[config.mk]
export PLATFORM = sky130hd
export DESIGN_NAME = pe_status_poll
export DESIGN_NICKNAME = d
export VERILOG_FILES = /design/src/rtl/pe_status_pkg.sv /design/src/rtl/pe_status_ctrl.sv /design/src/rtl/pe_status_dp.sv /design/src/rtl/pe_status_poll.sv
export SDC_FILE = /design/constraint.sdc
export NUM_CORES = 1
export LEC_CHECK = 0
export BUFFER_PORTS_ARGS = -buffer_cell sky130_fd_sc_hd__clkbuf_2
export CORE_AREA = 2 2 55 57
export CTS_BUF_LIST = sky130_fd_sc_hd__clkbuf_4 sky130_fd_sc_hd__clkbuf_8
export DETAILED_ROUTE_END_ITERATION = 8
export DIE_AREA = 0 0 57 59
export PLACE_DENSITY = 0.79
export SLEW_MARGIN = 20
export SYNTH_ARGS = -nofsm -noshare
export SYNTH_HDL_FRONTEND = slang
export SYNTH_HIERARCHICAL = 1
export SYNTH_SLANG_ARGS = --single-unit
[constraint.sdc]
create_clock -name clk -period 4.1 [get_ports clk]
set_clock_uncertainty 0.1 [all_clocks]
set_input_delay 0.615 -clock clk [delete_from_list [all_inputs] [get_ports clk]]
set_output_delay 0.615 -clock clk [all_outputs]
set_load 0.01 [all_outputs]
[src/rtl/pe_status_pkg.sv]
package pe_status_pkg;

  typedef enum logic [2:0] {
    OP_IDLE      = 3'd0,
    OP_PROG      = 3'd1,
    OP_ERASE     = 3'd2,
    OP_SUSP      = 3'd3,
    OP_SUSP_PROG = 3'd4
  } opState_e;

  typedef enum logic [2:0] {
    SEL_ARRAY,
    SEL_PROG,
    SEL_ERASE,
    SEL_SUSP_HIT,
    SEL_FAIL
  } outSel_e;

  // strobes from control to datapath
  typedef struct packed {
    logic    advTog6;
    logic    advTog2;
    logic    latchBlk;
    logic    loadWin;
    logic    clrWin;
    logic    addBlk;
    logic    allBlk;
    logic    clrMask;
    logic    setErr;
    logic    clrErr;
    outSel_e sel;
  } dpCtrl_t;

endpackage

[src/rtl/pe_status_ctrl.sv]
module pe_status_ctrl
  import pe_status_pkg::*;
(
  input  logic       clk,
  input  logic       rstN,
  input  logic [2:0] opState,
  input  logic       rdStrobe,
  input  logic       eraseConfirm,
  input  logic       chipErase,
  input  logic       opFail,
  input  logic       opDone,
  input  logic       resetCmd,
  input  logic       hitNow,
  input  logic       hitLatched,
  input  logic       errQ,
  output dpCtrl_t    ctrl,
  output logic       ready
);

  opState_e st;
  logic     rdPrev;
  logic     readFall;
  logic     isIdle;
  logic     tog2Gate;

  assign st = opState_e'(opState);

  always_ff @(posedge clk or negedge rstN) begin
    if (!rstN) rdPrev <= 1'b0;
    else       rdPrev <= rdStrobe;
  end

  assign readFall = rdPrev && !rdStrobe;

  always_comb begin
    isIdle = 1'b1;
    case (st)
      OP_PROG, OP_ERASE, OP_SUSP, OP_SUSP_PROG: isIdle = 1'b0;
      default:                                  isIdle = 1'b1;
    endcase
  end

  assign tog2Gate = (st == OP_ERASE) || (st == OP_SUSP) || (isIdle && errQ);

  always_comb begin
    ctrl          = '0;
    ctrl.advTog6  = readFall;
    ctrl.advTog2  = readFall && hitLatched && tog2Gate;
    ctrl.latchBlk = rdStrobe;
    ctrl.loadWin  = (eraseConfirm || chipErase) && !resetCmd;
    ctrl.clrWin   = resetCmd;
    ctrl.addBlk   = eraseConfirm;
    ctrl.allBlk   = chipErase;
    ctrl.clrMask  = resetCmd || (opDone && st == OP_ERASE);
    ctrl.setErr   = opFail && !resetCmd;
    ctrl.clrErr   = resetCmd || opDone;
    case (st)
      OP_PROG, OP_SUSP_PROG: ctrl.sel = SEL_PROG;
      OP_ERASE:              ctrl.sel = SEL_ERASE;
      OP_SUSP:               ctrl.sel = hitNow ? SEL_SUSP_HIT : SEL_ARRAY;
      default:               ctrl.sel = errQ ? SEL_FAIL : SEL_ARRAY;
    endcase
  end

  always_comb begin
    case (st)
      OP_PROG, OP_ERASE, OP_SUSP_PROG: ready = 1'b0;
      default:                         ready = 1'b1;
    endcase
  end

endmodule

[src/rtl/pe_status_dp.sv]
module pe_status_dp
  import pe_status_pkg::*;
#(
  parameter int NUM_BLK = 8,
  parameter int WINDOW  = 100,
  localparam int BLK_W  = $clog2(NUM_BLK),
  localparam int WIN_W  = $clog2(WINDOW + 1)
) (
  input  logic             clk,
  input  logic             rstN,
  input  dpCtrl_t          ctrl,
  input  logic [BLK_W-1:0] rdBlk,
  input  logic [BLK_W-1:0] eraseBlk,
  input  logic             progMsb,
  input  logic [7:0]       arrayData,
  output logic [7:0]       statusOut,
  output logic             hitNow,
  output logic             hitLatched,
  output logic             errQ,
  output logic             winIdle,
  output logic             tog6Q,
  output logic             tog2Q
);

  localparam logic [WIN_W-1:0] WIN_LOAD = WIN_W'(WINDOW);

  logic [NUM_BLK-1:0] eraseMask;
  logic [BLK_W-1:0]   blkQ;
  logic [WIN_W-1:0]   winCnt;
  logic               bit2Sel;

  // per-block erase flags
  for (genvar b = 0; b < NUM_BLK; b++) begin : g_blk
    logic blkBit;
    always_ff @(posedge clk or negedge rstN) begin
      if (!rstN)                     blkBit <= 1'b0;
      else if (ctrl.clrMask)         blkBit <= 1'b0;
      else if (ctrl.allBlk ||
               (ctrl.addBlk && eraseBlk == BLK_W'(b)))
                                     blkBit <= 1'b1;
    end
    assign eraseMask[b] = blkBit;
  end

  assign hitNow     = eraseMask[rdBlk];
  assign hitLatched = eraseMask[blkQ];

  always_ff @(posedge clk or negedge rstN) begin
    if (!rstN)              blkQ <= '0;
    else if (ctrl.latchBlk) blkQ <= rdBlk;
  end

  always_ff @(posedge clk or negedge rstN) begin
    if (!rstN) begin
      tog6Q <= 1'b0;
      tog2Q <= 1'b0;
    end else begin
      if (ctrl.advTog6) tog6Q <= ~tog6Q;
      if (ctrl.advTog2) tog2Q <= ~tog2Q;
    end
  end

  always_ff @(posedge clk or negedge rstN) begin
    if (!rstN)             errQ <= 1'b0;
    else if (ctrl.setErr)  errQ <= 1'b1;
    else if (ctrl.clrErr)  errQ <= 1'b0;
  end

  always_ff @(posedge clk or negedge rstN) begin
    if (!rstN)                winCnt <= '0;
    else if (ctrl.clrWin)     winCnt <= '0;
    else if (ctrl.loadWin)    winCnt <= WIN_LOAD;
    else if (winCnt != '0)    winCnt <= winCnt - 1'b1;
  end

  assign winIdle = (winCnt == '0);
  assign bit2Sel = hitNow ? tog2Q : 1'b1;

  always_comb begin
    case (ctrl.sel)
      SEL_PROG:     statusOut = {~progMsb, tog6Q, errQ, 1'b0, winIdle, 1'b1, 2'b00};
      SEL_ERASE:    statusOut = {1'b0, tog6Q, errQ, 1'b0, winIdle, bit2Sel, 2'b00};
      SEL_SUSP_HIT: statusOut = {2'b11, errQ, 1'b0, winIdle, tog2Q, 2'b00};
      SEL_FAIL:     statusOut = {1'b0, tog6Q, 1'b1, 1'b0, winIdle, bit2Sel, 2'b00};
      default:      statusOut = arrayData;
    endcase
  end

endmodule

[src/rtl/pe_status_poll.sv]
module pe_status_poll
  import pe_status_pkg::*;
#(
  parameter int NUM_BLK = 8,
  parameter int WINDOW  = 100,
  localparam int BLK_W  = $clog2(NUM_BLK)
) (
  input  logic             clk,
  input  logic             rstN,
  input  logic [2:0]       opState,
  input  logic             rdStrobe,
  input  logic [BLK_W-1:0] rdBlk,
  input  logic             eraseConfirm,
  input  logic [BLK_W-1:0] eraseBlk,
  input  logic             chipErase,
  input  logic             progMsb,
  input  logic             opFail,
  input  logic             opDone,
  input  logic             resetCmd,
  input  logic [7:0]       arrayData,
  output logic [7:0]       statusOut,
  output logic             ready
);

  dpCtrl_t ctrl;
  logic    hitNow;
  logic    hitLatched;
  logic    errQ;
  logic    winIdle;
  logic    tog6Q;
  logic    tog2Q;

  pe_status_ctrl u_ctrl (
    .clk          (clk),
    .rstN         (rstN),
    .opState      (opState),
    .rdStrobe     (rdStrobe),
    .eraseConfirm (eraseConfirm),
    .chipErase    (chipErase),
    .opFail       (opFail),
    .opDone       (opDone),
    .resetCmd     (resetCmd),
    .hitNow       (hitNow),
    .hitLatched   (hitLatched),
    .errQ         (errQ),
    .ctrl         (ctrl),
    .ready        (ready)
  );

  pe_status_dp #(
    .NUM_BLK (NUM_BLK),
    .WINDOW  (WINDOW)
  ) u_dp (
    .clk        (clk),
    .rstN       (rstN),
    .ctrl       (ctrl),
    .rdBlk      (rdBlk),
    .eraseBlk   (eraseBlk),
    .progMsb    (progMsb),
    .arrayData  (arrayData),
    .statusOut  (statusOut),
    .hitNow     (hitNow),
    .hitLatched (hitLatched),
    .errQ       (errQ),
    .winIdle    (winIdle),
    .tog6Q      (tog6Q),
    .tog2Q      (tog2Q)
  );

endmodule

======== Yosys cells after proc, flatten, opt, wreduce, memory -nomap -nowiden ========
Cells that the tools add are included.
cells by class
  shift operators ......................... 0
  add/subtract/negate cells ............... 1
  reductions and logical operators ........ 46
  muxes and demuxes ....................... 32
  $mul .................................... 0
  bitwise gates (word level) .............. 3
  magnitude comparators ................... 2
  eq/ne operators ......................... 15
  div/mod/pow operators ................... 0
operator list
  kind                                                        count
  case mux 8 bit (4 select lines)                             1
  2-to-1 mux 1 bit                                            23
  2-to-1 mux 7 bit                                            3
  == test 3 x 2 -> 1 bit, second input constant               6
  == test 3 bit, second input constant                        6
  nonzero test 2 bit                                          9
  logical AND 1 bit                                           15
  logical OR 1 bit                                            13
  == test 3 x 1 -> 1 bit, second input constant               3
  case mux 3 bit (3 select lines)                             1
  less-than comparator 3 x 4 -> 1 bit, second input constant  2
  logical NOT 7 bit                                           1
  nonzero test 7 bit                                          1
  subtractor 7 x 1 -> 7 bit, second input constant            1
  binary-select mux 1 bit (select 3 bit)                      2
  OR reduction 4 bit                                          1
  logical NOT 3 bit                                           1
  2-to-1 mux 3 bit                                            1
  NOT 1 bit                                                   3
  nonzero test 3 bit                                          1
  OR reduction 3 bit                                          1
  logical NOT 1 bit                                           2
  2-to-1 mux 2 bit                                            1
  OR reduction 2 bit                                          1
word-level totals
  RAM bits ................................ 0
  memories kept ........................... 0
  register bits after elaboration ......... 22
  output and inout bits ................... 9
  ROM bits ................................ 0
  bits in latches ......................... 0
  input bits .............................. 26

======== Logic depth before layout (Yosys ltp) ========
  depth after elaboration ................. 6
  gate-level depth with buffers ........... 10
  depth with buffers taken out ............ 9

======== By module ========
Netlist, hierarchy kept.
by module, submodules not included
  module          area an instance (sq um)  sequential area each (sq um)  times used  cells an instance
  pe_status_dp    1243.7                    525.5                         1           121
  pe_status_ctrl  205.2                     25.0                          1           30

======== Worst setup path before layout ========
Ideal clock, no wire load.
  path kind ............................... in2out
  start point ............................. in rdBlk[0]
  end point ............................... out statusOut[3]
  cell stages on the path ................. 9
  data arrival time ....................... 2613 ps
  data required time ...................... 3385 ps
  setup slack ............................. 772 ps
  buffers on the path ..................... 1
  cell sequence ........................... mux4_1 > mux2i_4 > inv_1 > nor2b_1 > o22ai_1 > clkbuf_1 > nor2_2 > xnor2_1 > mux2_1
RTL lines
  item             line                  source
  start, declared  pe_status_poll.sv:12  input logic [BLK_W-1:0] rdBlk,
  end, declared    pe_status_poll.sv:21  output logic [7:0] statusOut,

==> impl_metrics.yaml <==
drt:
  initialDrtViolationCount: 57
  wl_per_cell_um: 13.9
  vias: 1239
  drt-total-wl_um: 2940
  dr.pass1.iters: 4
  drc_errors: 0
  drtAntennaViolNets: 0
  viasPerCell: 5.84
global_route:
  grt_pass1_vias: 1156
  grt_util_all_layers: 0.193
  grt_pass1_wl_um: 5020
  grt-ovfl-total: 0
  antenna_found_initial: 0
  grt_max_degree: 23
place:
  gp_congestion: 0.807
  port_buffers: 34
  dpl.hpwl_um: 2290
synthesis:
  syn_area_per_cell_um2: 9.60
  synth_edf_count: 0
  synth-seq-cells: 22
  synth_area_um2: 1450
  ys.flop_type: "dfrtp_1"
  synth_nets: 178
  syn_inst: 151
  ys_seq_area_frac: 0.380
  synth_cell_types: 46
  yosysWarnings: 6
  async_flop_share: 1.00
floorplanning:
  ioPinCount: 35
  dieArea_um2: 3360
  die_w_um: 57
  num_rows: 19
  fp.coreArea_um2: 2710
  initial_core_util: 0.535
  fp.dieH_um: 59
timing:
  max_freq_mhz: 271
  finalSetupTns_ns: 0
  finalSetupViolCount: 0
  min_period_ns: 3.70
  tightestPinTransition_ns: 0.677
  hold_viol_final: 0
  rsz0062_at_grt: "false"
  fin_crit_sh: 0.901
  drv_slew: 0
  slew_headroom: 0.548
worst_setup_path:
  cp.depth: 10
  reg2reg_depth: 5
  r2r_start: "u_dp/winCnt[0]$_DFFE_PN0P_"
  crit_chain: "clkbuf_2 > mux4_1 > mux2i_4 > inv_1 > nor2b_1 > o22ai_1 > nor2_2 > xnor2_1 > mux2_1 > clkbuf_2"
  worst_path_dominant_cell_family: "multiplexers"
  worstSetupPathType: "input port to output pin"
  worst_path_max_delay_cell: "mux4_1"
  r2r_slack_ns: 2.11
  cp.arrival_ns: 2.98
  crit_buf_inv: 3
  path_max_fanout: 9
  startpoint_type: "input port"
  r2r_end: "u_dp/winCnt[1]$_DFFE_PN0P_"
  cp-end-kind: "output pin"
  cp_data_required_time_ns: 3.38
  slowest_delay_ns: 0.59
  path_common_cell: "clkbuf_2"
final_layout:
  fin_nets: 209
  area_growth_syn_to_layout_pct: 13.7
  layout_commonest_cell: "clkbuf_2"
  diodes: 0
  final.fill_count: 244
  drive_gt1_frac: 0.287
  utilization: 0.608
  most-common-layout-cells: "clkbuf_2 (34), dfrtp_1 (22), nor2_1 (19)"
outcome:
  outcome: "complete, no violations"
clock_network:
  clkLatencyLatePin_ns: 0.32
  htreeDepth: 1
  clk_path_buf_depth: 2
  cts-hold-fix-buffers: 0
  cts_resized: 0
  clk_pin_slew_ns: 0.12
  postCtsSetupRepairBufs: 0
  cts_tree: "yes"
  cts_root_buffer: "clkbuf_4"
  cts_sinks: 22
  cts_made_buffers: 3
job:
  max_cap_viol_count: 0
worst_hold_path:
  hold_path_class: "input port to asynchronous set/reset pin"
pwr:
  p_per_area_nw_per_um2: 370
  leakage_nw: 0.749
  peakVddDrop_v: 0.000214
layer usage:
metal / GRT usage / vias up / share of wire
li1: - / 603 / -
met1: 0.226 / 581 / 0.43
met2: 0.350 / 48 / 0.48
met3: 0.0284 / 7 / 0.064
met4: 0.0897 / 0 / 0.025
met5: 0 / - / 0
how the worst max path moves through the flow:
stage / start / endpoint / slack, ns
global route: rdBlk[0] / statusOut[3] / 0.20
global placement: rdBlk[0] / statusOut[3] / 0.51
floorplan: rdBlk[0] / statusOut[3] / 0.77
detailed placement: rdBlk[0] / statusOut[3] / 0.38
finish: rdBlk[0] / statusOut[3] / 0.40
CTS: rdBlk[0] / statusOut[3] / 0.38
Yosys cell counts (2+ instances only):
cell | n | area share
dfrtp_1 | 22 | 0.38
nor2_1 | 19 | 0.049
nor2b_1 | 11 | 0.047
inv_1 | 9 | 0.023
a211oi_1 | 6 | 0.031
a21oi_1 | 6 | 0.021
nand2_1 | 6 | 0.016
buf_4 | 5 | 0.026
nand2b_1 | 5 | 0.022
a311oi_1 | 4 | 0.024
mux2_2 | 4 | 0.031
nor3_1 | 4 | 0.014
o21ai_0 | 4 | 0.014
xor2_1 | 4 | 0.024
clkbuf_1 | 3 | 0.0078
mux2_1 | 2 | 0.016
mux4_1 | 2 | 0.036
mux4_2 | 2 | 0.031
nand3b_1 | 2 | 0.010
o211ai_1 | 2 | 0.010
o21ai_1 | 2 | 0.0069
or3_1 | 2 | 0.0086
xnor2_1 | 2 | 0.012
area by class of cell:
class                           instances  area, um2  area share
Tap cell                               31       38.8      0.0235
Clock buffer                            4       36.3      0.0220
Inverter                               10       37.5      0.0228
Timing Repair Buffer                   35        178       0.108
Multi-Input combinational cell        110        807       0.490
Sequential cell                        22        551       0.334
cells by family after synthesis:
family                   count (synthesis)  synth area share
XOR/XNOR                                 6            0.0363
buffers and inverters                   19            0.0630
AO/OA/AOI/OAI                           37             0.187
multiplexers                            11             0.130
flip-flops                              22             0.380
adder cells (fa/ha/maj)                  1           0.00863
AND/OR/NAND/NOR                         55             0.195
sequential cells by signal, summed over array words and instances, names as in the netlist:
signal,flops
u_dp/g_blk.blkBit,8
u_dp/winCnt,7
u_dp/blkQ,3
u_ctrl/rdPrev,1
u_dp/errQ,1
u_dp/tog2Q,1
u_dp/tog6Q,1
metrics by stage:
stage                     total power, mW  setup WS, ns  hold WS [ns]  cell area, um2  instances
after floorplan                     0.427         0.772         0.219            1450        151
after global placement              0.477         0.506         0.375            1610        208
after detailed placement            0.492         0.378         0.381            1610        208
after CTS                           0.616         0.379         0.162            1650        212
after global routing                0.652         0.198         0.184            1650        212
final                               0.610         0.405         0.150            1650        212
report_power, final:
| part | total, mW | internal, mW | switching, mW |
|---|---|---|---|
| Clock | 0.122 | 0.0544 | 0.0676 |
| Combinational | 0.206 | 0.0965 | 0.109 |
| Sequential | 0.282 | 0.250 | 0.0323 |
| Total | 0.610 | 0.401 | 0.209 |
No activity file was read; power rests on OpenSTA's default activity.
